## src/rtl/pwm_dbuf_pkg.sv

```systemverilog
package pwm_dbuf_pkg;

  localparam int MODE_W = 6;

  // Bit order matters: the write data maps onto it directly (bit 0 = center).
  typedef struct packed {
    logic inv_l;    // bit 5
    logic inv_h;    // bit 4
    logic dt_en;    // bit 3
    logic ev_top;   // bit 2
    logic act_low;  // bit 1
    logic center;   // bit 0
  } pwm_mode_t;

  typedef enum logic {DIR_UP = 1'b0, DIR_DN = 1'b1} pwm_dir_t;

endpackage

```

## src/rtl/pwm_dbuf_regs.sv

```systemverilog
module pwm_dbuf_regs
  import pwm_dbuf_pkg::*;
#(
  parameter int CW = 16
) (
  input  logic            clk,
  input  logic            rst_n,
  input  logic            running,
  input  logic            boundary,
  input  logic            mode_we,
  input  logic            per_we,
  input  logic            duty_we,
  input  logic            dt_we,
  input  logic [2*CW-1:0] wdata,
  output pwm_mode_t       mode,
  output logic [CW-1:0]   period,
  output logic [CW-1:0]   duty,
  output logic [CW-1:0]   dt_h,
  output logic [CW-1:0]   dt_l
);

  localparam int NF = 4;  // period, duty, dead-time high, dead-time low

  pwm_mode_t       mode_q;
  logic [NF-1:0]   fld_we;
  logic [CW-1:0]   fld_wd  [NF];
  logic [CW-1:0]   act_q   [NF];
  logic [CW-1:0]   shd_q   [NF];

  assign fld_we = {dt_we, dt_we, duty_we, per_we};

  always_ff @(posedge clk or negedge rst_n) begin
    if (!rst_n)                  mode_q <= '0;
    else if (mode_we && !running) mode_q <= pwm_mode_t'(wdata[MODE_W-1:0]);
  end

  for (genvar i = 0; i < NF; i++) begin : g_fld
    if (i == NF - 1) begin : g_hi
      assign fld_wd[i] = wdata[2*CW-1:CW];
    end else begin : g_lo
      assign fld_wd[i] = wdata[CW-1:0];
    end

    // Shadow mirrors every write; the boundary copies shadow to active.
    always_ff @(posedge clk or negedge rst_n) begin
      if (!rst_n) begin
        act_q[i] <= '0;
        shd_q[i] <= '0;
      end else begin
        if (boundary) act_q[i] <= shd_q[i];
        if (fld_we[i]) begin
          shd_q[i] <= fld_wd[i];
          if (!running) act_q[i] <= fld_wd[i];
        end
      end
    end

    a_r8_active_held: assert property (@(posedge clk) disable iff (!rst_n)
      (running && $past(running) && !$past(boundary)) |-> $stable(act_q[i]));
  end

  a_r10_mode_frozen: assert property (@(posedge clk) disable iff (!rst_n)
    (running && $past(running)) |-> $stable(mode_q));

  assign mode   = mode_q;
  assign period = act_q[0];
  assign duty   = act_q[1];
  assign dt_h   = act_q[2];
  assign dt_l   = act_q[3];

endmodule

```

## src/rtl/pwm_dbuf_counter.sv

```systemverilog
module pwm_dbuf_counter
  import pwm_dbuf_pkg::*;
#(
  parameter int CW = 16
) (
  input  logic          clk,
  input  logic          rst_n,
  input  logic          run,
  input  logic          tick,
  input  logic          center,
  input  logic [CW-1:0] period,
  output logic [CW-1:0] cnt,
  output logic          boundary,
  output logic          top_evt
);

  localparam logic [CW-1:0] ONE = CW'(1);

  function automatic logic [CW-1:0] eff_period(input logic [CW-1:0] p);
    return (p == '0) ? ONE : p;
  endfunction

  logic [CW-1:0] cnt_q, nxt_c, pe;
  pwm_dir_t      dir_q, dir_n;
  logic          turn_c, wrap_c;

  assign pe = eff_period(period);

  always_comb begin
    turn_c = center && (dir_q == DIR_UP) && (cnt_q >= pe);
    wrap_c = 1'b0;
    dir_n  = DIR_UP;
    nxt_c  = cnt_q + ONE;
    if (!center) begin
      if (cnt_q >= pe - ONE) begin
        nxt_c  = '0;
        wrap_c = 1'b1;
      end
    end else if (dir_q == DIR_UP && !turn_c) begin
      nxt_c = cnt_q + ONE;
    end else if (cnt_q <= ONE) begin
      nxt_c  = '0;
      wrap_c = 1'b1;
    end else begin
      nxt_c = cnt_q - ONE;
      dir_n = DIR_DN;
    end
  end

  always_ff @(posedge clk or negedge rst_n) begin
    if (!rst_n) begin
      cnt_q <= '0;
      dir_q <= DIR_UP;
    end else if (!run) begin
      cnt_q <= '0;
      dir_q <= DIR_UP;
    end else if (tick) begin
      cnt_q <= nxt_c;
      dir_q <= dir_n;
    end
  end

  assign cnt      = cnt_q;
  assign boundary = run && tick && wrap_c;
  assign top_evt  = run && tick && turn_c;

  // count stays inside the active period range
  a_r3_count_in_range: assert property (@(posedge clk) disable iff (!rst_n)
    run |-> (cnt_q <= pe));

endmodule

```

## src/rtl/pwm_dbuf_deadband.sv

```systemverilog
module pwm_dbuf_deadband #(
  parameter int CW = 16
) (
  input  logic          clk,
  input  logic          rst_n,
  input  logic          tick,
  input  logic          en,
  input  logic [CW-1:0] dly,
  input  logic          ref_in,
  output logic          out
);

  localparam logic [CW-1:0] ONE = CW'(1);

  logic [CW-1:0] rem_q;

  // Reload while the reference is inactive, count down while it is active.
  always_ff @(posedge clk or negedge rst_n) begin
    if (!rst_n)                       rem_q <= '0;
    else if (!ref_in)                 rem_q <= dly;
    else if (tick && rem_q != '0)     rem_q <= rem_q - ONE;
  end

  assign out = ref_in && (!en || rem_q == '0);

  a_r6_no_early_rise: assert property (@(posedge clk) disable iff (!rst_n)
    ($rose(out) && en && $past(en) && $past(dly) != '0) |-> $past(ref_in));

endmodule

```

## src/rtl/pwm_dbuf_channel.sv

```systemverilog
module pwm_dbuf_channel
  import pwm_dbuf_pkg::*;
#(
  parameter int CW = 16
) (
  input  logic            clk,
  input  logic            rst_n,
  input  logic            tick,
  input  logic            en_req,
  input  logic            dis_req,
  input  logic            mode_we,
  input  logic            per_we,
  input  logic            duty_we,
  input  logic            dt_we,
  input  logic [2*CW-1:0] wdata,
  input  logic            irq_en_set,
  input  logic            irq_en_clr,
  input  logic            irq_ack,
  output logic            running,
  output logic            out_h,
  output logic            out_l,
  output logic            irq_flag,
  output logic            irq
);

  localparam int NSIDE = 2;

  pwm_mode_t     mode;
  logic [CW-1:0] period, duty, dt_h, dt_l, cnt;
  logic          running_q, dis_pend_q, irq_en_q, irq_flag_q;
  logic          boundary, top_evt, period_evt, wave_act, h_ref;
  logic [NSIDE-1:0] side_ref, side_out, side_inv;
  logic [CW-1:0]    side_dt [NSIDE];

  pwm_dbuf_regs #(.CW(CW)) u_regs (
    .clk(clk), .rst_n(rst_n), .running(running_q), .boundary(boundary),
    .mode_we(mode_we), .per_we(per_we), .duty_we(duty_we), .dt_we(dt_we),
    .wdata(wdata), .mode(mode), .period(period), .duty(duty),
    .dt_h(dt_h), .dt_l(dt_l)
  );

  pwm_dbuf_counter #(.CW(CW)) u_cnt (
    .clk(clk), .rst_n(rst_n), .run(running_q), .tick(tick),
    .center(mode.center), .period(period), .cnt(cnt),
    .boundary(boundary), .top_evt(top_evt)
  );

  // Run control: stop waits for the boundary; a start cancels a pending stop.
  always_ff @(posedge clk or negedge rst_n) begin
    if (!rst_n) begin
      running_q  <= 1'b0;
      dis_pend_q <= 1'b0;
    end else if (!running_q) begin
      dis_pend_q <= 1'b0;
      if (en_req) running_q <= 1'b1;
    end else if (boundary && dis_pend_q) begin
      running_q  <= 1'b0;
      dis_pend_q <= 1'b0;
    end else if (en_req) begin
      dis_pend_q <= 1'b0;
    end else if (dis_req) begin
      dis_pend_q <= 1'b1;
    end
  end

  assign period_evt = boundary || (top_evt && mode.center && mode.ev_top);

  always_ff @(posedge clk or negedge rst_n) begin
    if (!rst_n) begin
      irq_en_q   <= 1'b0;
      irq_flag_q <= 1'b0;
    end else begin
      if (irq_en_set)      irq_en_q <= 1'b1;
      else if (irq_en_clr) irq_en_q <= 1'b0;
      if (period_evt)      irq_flag_q <= 1'b1;
      else if (irq_ack)    irq_flag_q <= 1'b0;
    end
  end

  assign wave_act = running_q && (cnt < duty);
  assign h_ref    = wave_act ^ mode.act_low;
  assign side_ref = {~h_ref, h_ref};
  assign side_inv = {mode.inv_l, mode.inv_h};
  assign side_dt[0] = dt_h;
  assign side_dt[1] = dt_l;

  for (genvar s = 0; s < NSIDE; s++) begin : g_side
    pwm_dbuf_deadband #(.CW(CW)) u_db (
      .clk(clk), .rst_n(rst_n), .tick(tick), .en(mode.dt_en),
      .dly(side_dt[s]), .ref_in(side_ref[s]), .out(side_out[s])
    );
  end

  assign out_h    = side_out[0] ^ side_inv[0];
  assign out_l    = side_out[1] ^ side_inv[1];
  assign running  = running_q;
  assign irq_flag = irq_flag_q;
  assign irq      = irq_flag_q && irq_en_q;

  a_r2_start_at_zero: assert property (@(posedge clk) disable iff (!rst_n)
    $rose(running_q) |-> (cnt == '0));

  a_r9_stop_on_boundary: assert property (@(posedge clk) disable iff (!rst_n)
    $fell(running_q) |-> $past(boundary));

  a_r11_flag_needs_event: assert property (@(posedge clk) disable iff (!rst_n)
    $rose(irq_flag_q) |-> $past(period_evt));

  a_r13_no_overlap: assert property (@(posedge clk) disable iff (!rst_n)
    !(side_out[0] && side_out[1]));

endmodule

```

## config.mk

```make
export PLATFORM = sky130hd
export DESIGN_NAME = pwm_dbuf_channel
export DESIGN_NICKNAME = d
export VERILOG_FILES = /design/src/rtl/pwm_dbuf_pkg.sv /design/src/rtl/pwm_dbuf_regs.sv /design/src/rtl/pwm_dbuf_counter.sv /design/src/rtl/pwm_dbuf_deadband.sv /design/src/rtl/pwm_dbuf_channel.sv
export SDC_FILE = /design/constraint.sdc
export NUM_CORES = 1
export LEC_CHECK = 0
export ABC_AREA = 1
export BUFFER_PORTS_ARGS = -buffer_cell sky130_fd_sc_hd__buf_2
export CAP_MARGIN = 20
export CORE_ASPECT_RATIO = 1.5
export CORE_MARGIN = 8
export CORE_UTILIZATION = 65
export CTS_CLUSTER_DIAMETER = 50
export DETAILED_ROUTE_END_ITERATION = 8
export PLACE_DENSITY = 0.83
export SYNTH_ARGS = -nofsm -noshare
export SYNTH_HDL_FRONTEND = slang
export SYNTH_SLANG_ARGS = --single-unit
```

## constraint.sdc

```tcl
create_clock -name clk -period 6.6 [get_ports clk]
set_input_delay 0.33 -clock clk [delete_from_list [all_inputs] [get_ports clk]]
set_output_delay 0.33 -clock clk [all_outputs]
set_load 0.02 [all_outputs]
```

==> impl_metrics.xml <==
<?xml version="1.0" encoding="UTF-8"?>
<metrics>
  <group name="layout">
    <metric name="multi_input_comb_area" unit="mm^2">0.00593</metric>
    <metric name="postLayoutCoreUtil" unit="%">71.1</metric>
    <metric name="drive_gt1_share" unit="%">11.5</metric>
    <metric name="n_antenna_cell" unit="">0</metric>
    <metric name="reg_area" unit="mm^2">0.00468</metric>
    <metric name="layout.filler_cells" unit="">1382</metric>
    <metric name="area_delta_synth_final" unit="%">7.34</metric>
    <metric name="num-nets-final" unit="">1599</metric>
  </group>
  <group name="yosys">
    <metric name="proportion_of_synthesized_area_in_mux_cells" unit="%">4.51</metric>
    <metric name="post_synth_instance_area" unit="mm^2">0.0115</metric>
    <metric name="synth_top_area_share" unit="%">40.7</metric>
    <metric name="synth.most_common_cell" unit="">sky130_fd_sc_hd__nor2_1</metric>
    <metric name="synth_fp_nets" unit="">1592</metric>
    <metric name="postSynthRegisterBits" unit="">187</metric>
    <metric name="ys_warn_count" unit="">0</metric>
    <metric name="synthTopCellsByArea" unit="">sky130_fd_sc_hd__dfrtp_1 (41%), sky130_fd_sc_hd__nor2_1 (9.3%), sky130_fd_sc_hd__nand2_1 (9.1%)</metric>
    <metric name="synthTopCellsByCount" unit="">sky130_fd_sc_hd__nor2_1 (284), sky130_fd_sc_hd__nand2_1 (278), sky130_fd_sc_hd__dfrtp_1 (187)</metric>
    <metric name="synth_enable_flop_cells" unit="">0</metric>
    <metric name="synth_sequential_area_ratio" unit="%">40.7</metric>
    <metric name="count_of_cell_types_in_the_netlist" unit="">42</metric>
    <metric name="synth_area_per_cell" unit="um^2">7.68</metric>
    <metric name="synth_top_flop_cell" unit="">sky130_fd_sc_hd__dfrtp_1</metric>
    <metric name="async_reset_ff_share" unit="%">100</metric>
    <metric name="synth_top_family_by_area" unit="">simple AND/OR/NAND/NOR gates</metric>
    <metric name="synth-simple-area-share" unit="%">27.7</metric>
    <metric name="synth_compound_gate_area_share" unit="%">8.82</metric>
    <metric name="post_synth_inst_count" unit="">1495</metric>
    <metric name="synthAdderAreaFrac" unit="%">5.77</metric>
    <metric name="parity_gate_share_of_the_synthesized_area_counting_xor_and_xnor_cells" unit="%">4.73</metric>
    <metric name="synthDominantAreaCellType" unit="">sky130_fd_sc_hd__dfrtp_1</metric>
  </group>
  <group name="clock_tree">
    <metric name="htreeDepth" unit="">4</metric>
    <metric name="worstSkewPairLatency" unit="ps">450</metric>
    <metric name="cts-buffers-inserted" unit="">17</metric>
    <metric name="cts_sinks" unit="">187</metric>
    <metric name="post_cts_setup_bufs" unit="">0</metric>
    <metric name="cts.reportedPaths.clkPinSlew" unit="ps">80</metric>
    <metric name="cts_tree" unit="">built</metric>
    <metric name="clk_path_buf_depth" unit="">2</metric>
    <metric name="cts-root-buf" unit="">sky130_fd_sc_hd__clkbuf_16</metric>
    <metric name="cts-resized-gates" unit="">0</metric>
    <metric name="hold_buffers" unit="">0</metric>
  </group>
  <group name="run">
    <metric name="max_cap_viol_count" unit="">0</metric>
  </group>
  <group name="drt">
    <metric name="via_count" unit="">10280</metric>
    <metric name="drt_first_pass_iters" unit="">7</metric>
    <metric name="postRouteAntennaNets" unit="">0</metric>
    <metric name="vias_per_cell" unit="">5.95</metric>
    <metric name="route.detailed.drc" unit="">0</metric>
    <metric name="first_iter_violations" unit="">839</metric>
    <metric name="wl_per_cell" unit="um">17.4</metric>
    <metric name="postRouteWirelength" unit="um">30000</metric>
  </group>
  <group name="timing">
    <metric name="setup_viol" unit="">0</metric>
    <metric name="fin_worst_skew" unit="ps">8.54</metric>
    <metric name="worst_hold_slack" unit="ps">-17.4</metric>
    <metric name="final-max-slew-violation-count" unit="">0</metric>
    <metric name="fin_crit_sh" unit="%">69.0</metric>
    <metric name="timing_hold_violations_final" unit="">4</metric>
    <metric name="setup-tns-final" unit="ps">0</metric>
    <metric name="final_critical_path_time_including_i_o_delays_and_setup" unit="ps">4550</metric>
    <metric name="max_slew.worst_pin.slew" unit="ps">1060</metric>
    <metric name="relSlewSlack" unit="%">29.0</metric>
    <metric name="timing.fmax" unit="GHz">0.220</metric>
    <metric name="rsz0062_at_grt" unit="">false</metric>
  </group>
  <group name="hold_path">
    <metric name="hold_path_class" unit="">in2async</metric>
  </group>
  <group name="power">
    <metric name="power.density" unit="mW/mm^2">448</metric>
    <metric name="peak_ir_drop_on_the_vdd_network" unit="V">0.000319</metric>
    <metric name="power_leakage" unit="uW">0.00628</metric>
  </group>
  <group name="critical_path">
    <metric name="timing_worst_setup_path_type" unit="">reg2reg</metric>
    <metric name="cp.required" unit="ps">6970</metric>
    <metric name="end_kind" unit="">flip-flop</metric>
    <metric name="timing.reg2reg.worst_path_depth" unit="">26</metric>
    <metric name="regToRegStartpoint" unit="">u_regs.period[5]</metric>
    <metric name="cp-start-kind" unit="">flip-flop</metric>
    <metric name="largest_fanout_of_any_net_on_the_critical_path" unit="">57</metric>
    <metric name="r2r-end" unit="">u_regs.duty[3]</metric>
    <metric name="worst-endpoint-arrival" unit="ps">4930</metric>
    <metric name="r2r_setup_slack" unit="ps">2050</metric>
  </group>
  <group name="global_route">
    <metric name="grt_start_max_net_pins" unit="">118</metric>
    <metric name="wire_length_of_the_first_global_routing_pass" unit="um">49500</metric>
    <metric name="total_global_route_track_usage" unit="%">27.4</metric>
    <metric name="antenna_found_initial" unit="">0</metric>
    <metric name="gr_ovfl_total" unit="">0</metric>
    <metric name="number_of_global_route_vias_before_repair" unit="">10180</metric>
  </group>
  <group name="outcome">
    <metric name="outcome" unit="">complete, but fails checks</metric>
    <metric name="failed_checks" unit="">hold timing</metric>
  </group>
  <group name="die">
    <metric name="floorplan.initialDensity" unit="%">66.2</metric>
    <metric name="die_width" unit="um">125</metric>
    <metric name="placement_rows" unit="">59</metric>
    <metric name="ioPinCount" unit="">49</metric>
    <metric name="die-area" unit="mm^2">0.0223</metric>
    <metric name="design.core.area" unit="mm^2">0.0173</metric>
    <metric name="dieHeight" unit="um">179</metric>
  </group>
  <group name="placed_design">
    <metric name="port_buffers" unit="">48</metric>
    <metric name="finalWeightedCongestion" unit="">0.955</metric>
    <metric name="hpwlAfterDp" unit="um">20700</metric>
  </group>
</metrics>
==> worst max-delay path by stage <==
stage                startpoint                end  slack [ps]
6_report       u_regs.period[5]     u_regs.duty[3]        2050
5_1_grt        u_regs.period[5]     u_regs.duty[3]        1640
4_1_cts        u_regs.period[5]     u_regs.duty[3]        2130
3_5_place_dp   u_regs.period[5]  u_regs.period[12]        2180
3_3_place_gp   u_regs.period[5]     u_regs.duty[3]        1910
2_1_floorplan  u_regs.period[5]    u_regs.dt_l[11]        3160
==> critical path: stages (launching register included) <==
cell and delay, ps:
sky130_fd_sc_hd__dfrtp_1 420, sky130_fd_sc_hd__nor2_1 90, sky130_fd_sc_hd__nand2_1 80, sky130_fd_sc_hd__inv_1 40, sky130_fd_sc_hd__nand2_1 80, sky130_fd_sc_hd__nor2_1 70, sky130_fd_sc_hd__nor2_2 170, sky130_fd_sc_hd__ha_1 240
sky130_fd_sc_hd__nand3_1 150, sky130_fd_sc_hd__nor2_1 220, sky130_fd_sc_hd__nand2_1 120, sky130_fd_sc_hd__nor2_1 190, sky130_fd_sc_hd__nand3_1 110, sky130_fd_sc_hd__xor2_1 150, sky130_fd_sc_hd__inv_1 60, sky130_fd_sc_hd__ha_1 270
sky130_fd_sc_hd__nand2_1 90, sky130_fd_sc_hd__nor4_2 310, sky130_fd_sc_hd__nand3_1 100, sky130_fd_sc_hd__nand3_1 90, sky130_fd_sc_hd__nand2_1 130, sky130_fd_sc_hd__nand2_4 540, sky130_fd_sc_hd__buf_4 370, sky130_fd_sc_hd__nand3_1 120
sky130_fd_sc_hd__nand2_1 100, sky130_fd_sc_hd__nor2_1 50, sky130_fd_sc_hd__nor2_1 110
==> metrics by stage <==
stage          setup slack [ps]  total power [uW]  cells  area, um^2
4_1_cts                    2130              5500   1728       12300
3_3_place_gp               1910              4300   1694       11700
5_1_grt                    1640              5970   1728       12300
3_5_place_dp               2180              4420   1696       11700
6_report                   2050              5530   1728       12300
2_1_floorplan              3160              3820   1495       11500
==> power breakdown <==
group	leakage, uW	internal, uW	switching, uW
registers	0.00218	1550	416
logic	0.00380	881	1630
clock network	0.000293	544	505
total	0.00628	2970	2560
==> layout make-up <==
class / count / area share, %
Sequential cell: 187 / 38.0
Inverter: 134 / 4.12
Timing Repair Buffer: 57 / 2.73
Tap cell: 213 / 2.16
Clock inverter: 15 / 1.47
Multi-Input combinational cell: 1105 / 48.1
Clock buffer: 17 / 3.45
==> cell usage in the layout, fill, tap and decap left out, types with 4 or more instances in the layout <==
master,instances
sky130_fd_sc_hd__a21oi_1,112
sky130_fd_sc_hd__buf_2,47
sky130_fd_sc_hd__buf_4,7
sky130_fd_sc_hd__clkbuf_16,17
sky130_fd_sc_hd__dfrtp_1,187
sky130_fd_sc_hd__ha_1,53
sky130_fd_sc_hd__inv_1,124
sky130_fd_sc_hd__inv_2,7
sky130_fd_sc_hd__inv_6,4
sky130_fd_sc_hd__mux2_2,46
sky130_fd_sc_hd__nand2_1,277
sky130_fd_sc_hd__nand2_2,6
sky130_fd_sc_hd__nand3_1,115
sky130_fd_sc_hd__nand3_2,10
sky130_fd_sc_hd__nand4_1,16
sky130_fd_sc_hd__nor2_1,284
sky130_fd_sc_hd__nor2_2,5
sky130_fd_sc_hd__nor3_1,15
sky130_fd_sc_hd__nor4_1,7
sky130_fd_sc_hd__o21ai_0,61
sky130_fd_sc_hd__o21ai_1,14
sky130_fd_sc_hd__xnor2_1,13
sky130_fd_sc_hd__xor2_1,49
==> state kept, by name (all words and copies together), names as in the netlist, 6 cells and up <==
register           cells
g_side.u_db.rem_q     32
u_cnt.cnt             16
u_regs.dt_h           16
u_regs.mode            6
u_regs.duty           16
u_regs.shd_q          64
u_regs.period         16
u_regs.dt_l           16
==> per-layer routing <==
| layer | up-vias | GRT usage, % | share of wire [%] |
|---|---|---|---|
| met3 | 114 | 4.71 | 5.7 |
| met1 | 4907 | 29.9 | 38 |
| met4 | 0 | 18.2 | 5.6 |
| met2 | 401 | 48.5 | 51 |
| met5 | - | 0 | 0 |
| li1 | 4858 | - | - |
==> cell families after synthesis <==
kind of cell,Yosys count
multiplexers,46
AO/OA/AOI/OAI,198
flip-flops,187
AND/OR/NAND/NOR,746
XOR/XNOR,62
buffers and inverters,203
adder cells (fa/ha/maj),53
No activity file was read; power rests on OpenSTA's default activity.
